<file path="src/rtl/bcu_pkg.sv">
package bcu_pkg;

  // Action codes carried in opcode[7:4]
  typedef enum logic [3:0] {
    ACT_ALWAYS = 4'h0,
    ACT_EQ     = 4'h1,
    ACT_UGT    = 4'h2,
    ACT_UGE    = 4'h3,
    ACT_ANYSET = 4'h4,
    ACT_NE     = 4'h5,
    ACT_SGT    = 4'h6,
    ACT_SGE    = 4'h7,
    ACT_CALL   = 4'h8,
    ACT_EXIT   = 4'h9,
    ACT_ULT    = 4'hA,
    ACT_ULE    = 4'hB,
    ACT_SLT    = 4'hC,
    ACT_SLE    = 4'hD,
    ACT_RSV_E  = 4'hE,
    ACT_RSV_F  = 4'hF
  } act_e;

  // What the decoded instruction asks for
  typedef enum logic [2:0] {
    K_COND    = 3'd0,
    K_ALWAYS  = 3'd1,
    K_CALL    = 3'd2,
    K_EXIT    = 3'd3,
    K_ILLEGAL = 3'd4
  } kind_e;

  localparam logic [2:0] CLS_WIDE   = 3'd5;
  localparam logic [2:0] CLS_NARROW = 3'd6;

  // Four primitive relations from which every condition is derived
  typedef struct packed {
    logic eq;
    logic ugt;
    logic sgt;
    logic anyset;
  } rel_t;

  function automatic logic cond_hit(input act_e act, input rel_t r);
    logic h;
    case (act)
      ACT_EQ:     h = r.eq;
      ACT_NE:     h = !r.eq;
      ACT_ANYSET: h = r.anyset;
      ACT_UGT:    h = r.ugt;
      ACT_UGE:    h = r.ugt | r.eq;
      ACT_ULT:    h = !r.ugt & !r.eq;
      ACT_ULE:    h = !r.ugt;
      ACT_SGT:    h = r.sgt;
      ACT_SGE:    h = r.sgt | r.eq;
      ACT_SLT:    h = !r.sgt & !r.eq;
      ACT_SLE:    h = !r.sgt;
      default:    h = 1'b0;
    endcase
    return h;
  endfunction

endpackage

</file>
<file path="src/rtl/bcu_decode.sv">
module bcu_decode
  import bcu_pkg::*;
(
  input  logic [7:0] opcode,
  output act_e       act,
  output kind_e      kind,
  output logic       narrow,
  output logic       use_reg
);

  logic is_wide;
  logic is_narrow;

  assign is_wide   = (opcode[2:0] == CLS_WIDE);
  assign is_narrow = (opcode[2:0] == CLS_NARROW);
  assign act       = act_e'(opcode[7:4]);
  assign narrow    = is_narrow;
  assign use_reg   = opcode[3];

  always_comb begin
    kind = K_ILLEGAL;
    if (is_wide || is_narrow) begin
      case (act)
        ACT_ALWAYS: kind = is_wide ? K_ALWAYS : K_ILLEGAL;
        ACT_EXIT:   kind = is_wide ? K_EXIT : K_ILLEGAL;
        ACT_CALL:   kind = K_CALL;
        ACT_RSV_E,
        ACT_RSV_F:  kind = K_ILLEGAL;
        default:    kind = K_COND;
      endcase
    end
  end

endmodule

</file>
<file path="src/rtl/bcu_compare.sv">
module bcu_compare
  import bcu_pkg::*;
#(
  parameter int XLEN = 64
) (
  input  logic [XLEN-1:0] lhs,
  input  logic [XLEN-1:0] rhs,
  input  logic            narrow,
  output rel_t            rel
);

  localparam int LANES = 2;

  logic [LANES-1:0] eq_l;
  logic [LANES-1:0] ugt_l;
  logic [LANES-1:0] sgt_l;
  logic [LANES-1:0] any_l;

  // Lane 0 spans the full word, lane 1 the low half
  for (genvar g = 0; g < LANES; g++) begin : g_lane
    localparam int W = XLEN >> g;
    logic [W-1:0] la;
    logic [W-1:0] lb;
    assign la       = lhs[W-1:0];
    assign lb       = rhs[W-1:0];
    assign eq_l[g]  = (la == lb);
    assign ugt_l[g] = (la > lb);
    assign sgt_l[g] = ($signed(la) > $signed(lb));
    assign any_l[g] = |(la & lb);
  end

  always_comb begin
    if (narrow) begin
      rel.eq = eq_l[1]; rel.ugt = ugt_l[1]; rel.sgt = sgt_l[1]; rel.anyset = any_l[1];
    end else begin
      rel.eq = eq_l[0]; rel.ugt = ugt_l[0]; rel.sgt = sgt_l[0]; rel.anyset = any_l[0];
    end
  end

endmodule

</file>
<file path="src/rtl/bcu_pc_next.sv">
module bcu_pc_next
  import bcu_pkg::*;
#(
  parameter int PC_W  = 32,
  parameter int OFF_W = 16
) (
  input  logic [PC_W-1:0]  pc,
  input  logic [OFF_W-1:0] off,
  input  kind_e            kind,
  input  logic             hit,
  output logic [PC_W-1:0]  next_pc,
  output logic             taken
);

  localparam int EXT_W = PC_W - OFF_W;

  logic [PC_W-1:0] seq_pc;
  logic [PC_W-1:0] tgt_pc;
  logic [PC_W-1:0] off_x;

  assign off_x  = {{EXT_W{off[OFF_W-1]}}, off};
  assign seq_pc = pc + PC_W'(1);
  assign tgt_pc = seq_pc + off_x;

  always_comb begin
    case (kind)
      K_COND:   taken = hit;
      K_ALWAYS: taken = 1'b1;
      default:  taken = 1'b0;
    endcase
    if (taken)                                 next_pc = tgt_pc;
    else if (kind == K_EXIT || kind == K_ILLEGAL) next_pc = pc;
    else                                       next_pc = seq_pc;
  end

endmodule

</file>
<file path="src/rtl/bcu_branch_unit.sv">
module bcu_branch_unit
  import bcu_pkg::*;
#(
  parameter int XLEN  = 64,
  parameter int PC_W  = 32,
  parameter int IMM_W = 32,
  parameter int OFF_W = 16
) (
  input  logic             clk,
  input  logic             rst_n,
  input  logic             in_valid,
  input  logic [7:0]       opcode,
  input  logic [PC_W-1:0]  pc,
  input  logic [XLEN-1:0]  dst_val,
  input  logic [XLEN-1:0]  src_val,
  input  logic [IMM_W-1:0] imm,
  input  logic [OFF_W-1:0] off,
  output logic             out_valid,
  output logic [PC_W-1:0]  next_pc,
  output logic             taken,
  output logic             call_req,
  output logic [IMM_W-1:0] call_id,
  output logic             exit_req,
  output logic             illegal
);

  localparam int IMM_EXT = XLEN - IMM_W;

  // Named internal events
  act_e            dec_act;
  kind_e           dec_kind;
  logic            dec_narrow;
  logic            dec_use_reg;
  logic [XLEN-1:0] imm_x;
  logic [XLEN-1:0] rhs_val;
  rel_t            cmp_rel;
  logic            cmp_hit;
  logic [PC_W-1:0] nxt_pc;
  logic            nxt_taken;

  bcu_decode u_dec (
    .opcode  (opcode),
    .act     (dec_act),
    .kind    (dec_kind),
    .narrow  (dec_narrow),
    .use_reg (dec_use_reg)
  );

  assign imm_x   = {{IMM_EXT{imm[IMM_W-1]}}, imm};
  assign rhs_val = dec_use_reg ? src_val : imm_x;

  bcu_compare #(.XLEN(XLEN)) u_cmp (
    .lhs    (dst_val),
    .rhs    (rhs_val),
    .narrow (dec_narrow),
    .rel    (cmp_rel)
  );

  assign cmp_hit = cond_hit(dec_act, cmp_rel);

  bcu_pc_next #(.PC_W(PC_W), .OFF_W(OFF_W)) u_nxt (
    .pc      (pc),
    .off     (off),
    .kind    (dec_kind),
    .hit     (cmp_hit),
    .next_pc (nxt_pc),
    .taken   (nxt_taken)
  );

  always_ff @(posedge clk or negedge rst_n) begin
    if (!rst_n) begin
      out_valid <= 1'b0;
      next_pc   <= '0;
      taken     <= 1'b0;
      call_req  <= 1'b0;
      call_id   <= '0;
      exit_req  <= 1'b0;
      illegal   <= 1'b0;
    end else begin
      out_valid <= in_valid;
      if (in_valid) begin
        next_pc  <= nxt_pc;
        taken    <= nxt_taken;
        call_req <= (dec_kind == K_CALL);
        call_id  <= (dec_kind == K_CALL) ? imm : '0;
        exit_req <= (dec_kind == K_EXIT);
        illegal  <= (dec_kind == K_ILLEGAL);
      end else begin
        taken    <= 1'b0;
        call_req <= 1'b0;
        call_id  <= '0;
        exit_req <= 1'b0;
        illegal  <= 1'b0;
      end
    end
  end

endmodule

</file>
<file path="config.mk">
export PLATFORM = sky130hd
export DESIGN_NAME = bcu_branch_unit
export DESIGN_NICKNAME = d
export VERILOG_FILES = /design/src/rtl/bcu_pkg.sv /design/src/rtl/bcu_decode.sv /design/src/rtl/bcu_compare.sv /design/src/rtl/bcu_pc_next.sv /design/src/rtl/bcu_branch_unit.sv
export SDC_FILE = /design/constraint.sdc
export NUM_CORES = 1
export LEC_CHECK = 0
export ABC_AREA = 1
export BUFFER_PORTS_ARGS = -buffer_cell sky130_fd_sc_hd__buf_2
export CAP_MARGIN = 20
export CORE_MARGIN = 4
export CORE_UTILIZATION = 30
export CTS_CLUSTER_DIAMETER = 60
export CTS_CLUSTER_SIZE = 8
export DETAILED_ROUTE_END_ITERATION = 7
export PLACE_DENSITY_LB_ADDON = 0.1
export SETUP_SLACK_MARGIN = 0.3
export SYNTH_ARGS = -nofsm -noshare
export SYNTH_HDL_FRONTEND = slang
export SYNTH_SLANG_ARGS = --single-unit
</file>
<file path="constraint.sdc">
create_clock -name clk -period 1.6 [get_ports clk]
set_input_delay 0.16 -clock clk [delete_from_list [all_inputs] [get_ports clk]]
set_output_delay 0.16 -clock clk [all_outputs]
set_load 0.02 [all_outputs]
</file>
---- Word level (Yosys, flattened, before mapping) ----
Cells that the tools add are included.
word-level totals
  register bits ........................... 69
  input port bits ......................... 219
  output and inout bits ................... 69
operators by class
  $add $sub $neg .......................... 2
  magnitude comparators ................... 4
  equality and inequality tests ........... 23
  multiplexer cells ....................... 16
  bitwise operators ....................... 6
  reductions and logical operators ........ 10
operator list
  kind                                                  number
  greater-than comparator 64 bit                        2
  two-way mux 32 bit                                    4
  AND 64 bit                                            1
  equality test 64 bit                                  1
  greater-than comparator 32 bit                        2
  two-way mux 64 bit                                    1
  OR reduction 64 bit                                   1
  adder 32 x 1 -> 32 bit (second input constant)        1
  adder 32 bit                                          1
  AND 32 bit                                            1
  equality test 32 bit                                  1
  equality test 4 bit (second input constant)           8
  OR reduction 32 bit                                   1
  equality test 4 x 3 -> 1 bit (second input constant)  4
  case mux 3 bit (4 select lines)                       1
  case mux 1 bit (11 select lines)                      1
  equality test 3 bit (second input constant)           3
  two-way mux 3 bit                                     3
  equality test 4 x 2 -> 1 bit (second input constant)  2
  equality test 3 x 2 -> 1 bit (second input constant)  2
  equality test 4 x 1 -> 1 bit (second input constant)  1
  logical NOT 4 bit                                     1
  two-way mux 1 bit                                     4
  two-way mux 4 bit                                     1
  8 further kinds                                       13

---- Depth between registers and ports, before layout ----
  depth in word-level cells ............... 9
  mapped depth ............................ 32

---- Hierarchy ----
Synthesis repeated with hierarchy kept, for this count alone.
unflattened totals
  cell total of the unflattened synthesis .. 1578
  area total of the unflattened synthesis .. 10141.0 µm²
by module, submodules not included
  module           instances  cells each  area each (µm²)  sequential area each (µm²)
  bcu_pc_next      1          816         4063.9           0.0
  bcu_branch_unit  1          351         3180.6           1726.7
  bcu_compare      1          379         2743.9           0.0
  bcu_decode       1          32          152.6            0.0

---- Worst setup path after synthesis ----
Ideal clock, no wire load.
  path kind ............................... input to register
  start ................................... input port pc[0]
  end ..................................... register next_pc[31]
  setup time .............................. 0.066 ns
  data arrival time ....................... 3.230 ns
  setup slack ............................. -1.695 ns
  stages .................................. 23
  path buffers ............................ 0
  cell sequence ........................... ha_1 -> nand3_1 -> nor2_2 -> nand2_2 -> nor4_1 -> inv_1 -> nor4_1 -> nand2_1 -> xor2_1 -> inv_1 -> ha_1 -> a21oi_1 -> inv_1 -> a31oi_1 -> o21ai_0 -> a211oi_1 -> o21ai_0 -> a21oi_1 -> xor2_1 -> nand3_1 -> nand2_1 -> nand2_1 -> nand2_1
on the way
  cells in the longest elaborated chain, start to end .. 3
ends and longest elaborated chain
  item                                                       line                                  source
  start, declared                                            bcu_branch_unit.sv:13                 input logic [PC_W-1:0] pc,
  adder 32 x 1 -> 32 bit *                                   bcu_pc_next.sv:22                     assign seq_pc = pc + PC_W'(1);
  adder 32 bit / two-way mux 32 bit (equally long branches)  bcu_pc_next.sv:23, bcu_pc_next.sv:32
  two-way mux 32 bit *                                       bcu_pc_next.sv:31                     if (taken) next_pc = tgt_pc;
  end signal, assigned                                       bcu_branch_unit.sv:82                 next_pc <= nxt_pc;
  end, declared                                              bcu_branch_unit.sv:19                 output logic [PC_W-1:0] next_pc,
Every way passes the cells marked *; elsewhere a longest branch is shown, timed or not.
A chain may end at the register's enable or synchronous reset.

---- Final worst setup path ----
  start ................................... input port pc[0]
  end ..................................... register next_pc[27]
Same word-level chain as after synthesis.

==> impl_metrics.csv <==
group,metric,value,unit
timing,period_needed,2.985,ns
timing,rsz0062_at_grt,"yes",
pwr,internal_power,5110,µW
critical_path,cp-start-kind,"input pin",
critical_path,crit_buf_inv,6,
timing,tightest_slew,0.5248,ns
timing,finalHoldViolations,0,
cells_and_area,nets,2324,
critical_path,max_stage_delay,0.37,ns
timing,setup_viol,33,
place,dpl_worst_slack,-1.939,ns
floorplanning,die_area,33070,µm²
critical_path,timing_worst_setup_path_type,"in2reg",
grt,antenna_found_initial,7,
status,status,"complete, but fails checks",
synth,yosysWarnings,0,
detailed_routing,antenna_left,0,
timing,max_freq,0.3350,GHz
timing,finalCritPeriodShare,186.6,%
pwr,peakVddDrop,0.5093,mV
floorplanning,io_pins,288,
timing,clock_skew,0,ns
synth,syn_nets,1745,
pwr,p_seq_share,23.1,%
detailed_routing,drc,0,
clock_tree,path_clk_slew,0.07,ns
critical_path,cp_data_required_time,1.85,ns
synth,synthesis.area,9066,µm²
clock_tree,clockRootBuffer,"clkbuf_16",
detailed_routing,drt_iter0_markers,456,
cells_and_area,final_common_cell,"buf_2",
floorplanning,die_x,181.8,µm
place,placed_area,13070,µm²
grt,overflow,0,
min_path,hold_class,"in2reg",
timing,setup_ws,-1.385,ns
clock_tree,cts_tree,"done",
grt,grt_pass1_wl,55840,µm
synth,postSynthAreaPerCell,6.642,µm²
synth,synth_seq_cells,69,
pwr,p_switching,3320,µW
cells_and_area,area_growth,72.62,%
detailed_routing,routed_wl,35690,µm
critical_path,path_max_fanout,3,
clock_tree,cts.sinks,69,
cells_and_area,design_area,15650,µm²
synth,async_flop_share,100.0,%
detailed_routing,dr.pass1.iters,5,
clock_tree,clockBufferDepth,2,
synth,synth_ff_type,"dfrtp_1",
critical_path,critPathTopFamily,"simple AND/OR/NAND/NOR gates",
critical_path,crit_chain,"buf_8, ha_4, nand3_4, nor2_4, nand2_4, nor4_4, buf_4, inv_4, nor2_4, nand2_2, or3_4, xor2_2, inv_2, ha_4, nand2_4, buf_6, nor3_4, nand2_1, o21ai_2, buf_4, xnor2_2, nand3_1, nand3_2, nand2_1",
place,dp_hpwl,27410,µm
status,failed_checks,"negative setup slack",
synth,synth_cell_types,48,
place,place.gp.congestion,0.8936,
floorplanning,core_region_area,29720,µm²
pwr,clkPwrFrac,24.6,%
synth,synth.yosys.seq_area_share,19.04,%
grt,grt_max_degree,36,
cells_and_area,drive_gt1_share,48.28,%
detailed_routing,route.vias.total,10840,
floorplanning,start_util,30.51,%
job,maxCapViolCount,0,
pwr,leakagePower,0.008485,µW
clock_tree,clock_latency,0.35,ns
critical_path,cp_slowest_cell,"or3_4",
grt,track_usage,20.73,%
floorplanning,die_h,181.8,µm
synth,synth-edff-count,0,
grt,grt_pass1_vias,10920,
critical_path,rrSetupSlack,0.92,ns
critical_path,critPathCaptureType,"flip-flop",
detailed_routing,vias_per_cell,4.622,
detailed_routing,wl_per_cell,15.22,µm
pwr,sw_frac_of_total,39.38,%
place,io_buffers,287,
pwr,p_total,8430,µW
floorplanning,rows,63,
timing,finalMaxSlewViolations,0,
synth,synth_cells,1365,
pwr,power_density,538.6,nW/µm²
critical_path,arrival,3.24,ns
cells_and_area,final_cell_mix,"buf_2 (280), buf_4 (259), nand2_1 (255), inv_1 (174), ha_1 (142)",
pwr,pwr-share-comb,52.3,%
timing,slew-limit-headroom,64.65,%
clock_tree,cts-buffers-inserted,9,
clock_tree,htreeDepth,3,
## cells in the mapped netlist (all sizes together) (16+ instances only)
cell | instances | area (µm²)
ha | 160 | 2002
xor2 | 33 | 289.0
nand2 | 324 | 1236
inv | 205 | 769.5
a21oi | 101 | 505.5
dfrtp | 69 | 1727
clkbuf | 27 | 101.4
nor2 | 133 | 543.0
nor3 | 16 | 106.4
or2 | 31 | 193.9
nand3 | 76 | 402.9
o21ai | 89 | 445.4
xnor2 | 16 | 140.1
## routing by layer
metal  part of all wire (%)  global-route usage [%]
met5                  0.036                       0
met4                    1.9                   5.164
met3                    5.3                   3.666
met2                     46                   34.28
met1                     46                   28.05
## worst reg2reg max path, cell delays in order, from the launching register on
cell	delay, ns
dfrtp_1	0.43
nand2_1	0.09
nand2_1	0.05
## cells by family after synthesis
group	Yosys count	share of synthesized area, %
simple gates	616	30.15
buf+inv	248	10.54
flops	69	19.05
mux	3	0.3312
compound gates	219	12.89
fa+ha+maj	161	22.30
xor+xnor	49	4.734
## state kept, by name, summed over array words and instances (netlist names)
| register | cells |
|---|---|
| out_valid | 1 |
| next_pc | 32 |
| illegal | 1 |
| call_req | 1 |
| taken | 1 |
| call_id | 32 |
| exit_req | 1 |
## per-stage QoR
stage                     hold slack (ns)  util (%)  setup TNS [ns]  instances
after floorplan                   -0.1356         -          -37.82       1365
after CTS                        0.001298     49.71          -44.66       2327
after global routing              0.01875     52.66          -50.25       2345
final                             0.03045     52.66          -42.68       2345
after global placement             0.1194     43.99          -65.04       2261
after detailed placement           0.1221     43.99          -66.07       2261
## what timing repair did
| action | CTS | global route |
|---|---|---|
| pin swaps | 114 | 101 |
| gates resized for setup | 212 | 181 |
| buffers inserted | 35 | 11 |
| cloned | 11 | 1 |
| endpoints found under the setup margin | 66 | 66 |
| hold buffers | 4 | 0 |
| endpoints found under the hold margin | 28 | 0 |
## path summary, 6_finish.rpt
kind | endpoint | cells after the start | start
max | next_pc[27] | 24 | pc[0]
min | call_id[1] | 3 | imm[1]
max reg2reg | next_pc[18] | 2 | next_pc[18]
min reg2reg | next_pc[11] | 2 | next_pc[11]
max in group asynchronous | next_pc[23] | 3 | rst_n
min in group asynchronous | next_pc[8] | 2 | rst_n
## final cells by class
class / instances / area, µm²
inverters: 209 / 812.0
diodes: 6 / 15.01
well taps: 390 / 488.0
fillers: 2950 / 14070
flip-flops and latches: 69 / 1727
repair buffers: 607 / 4467
multi-input cells: 1048 / 7854
clock inverters: 4 / 31.28
clock buffers: 12 / 256.5
## power by group through the flow
stage	Sequential, µW	Combinational [µW]	Clock [µW]
detailed placement	1980	3570	0
finish	1950	4410	2070
global route	1960	4860	2190
CTS	1950	4140	2140
global placement	1980	3560	0
floorplan	2120	1760	0
Note: power is estimated with default switching activity, not from simulation.
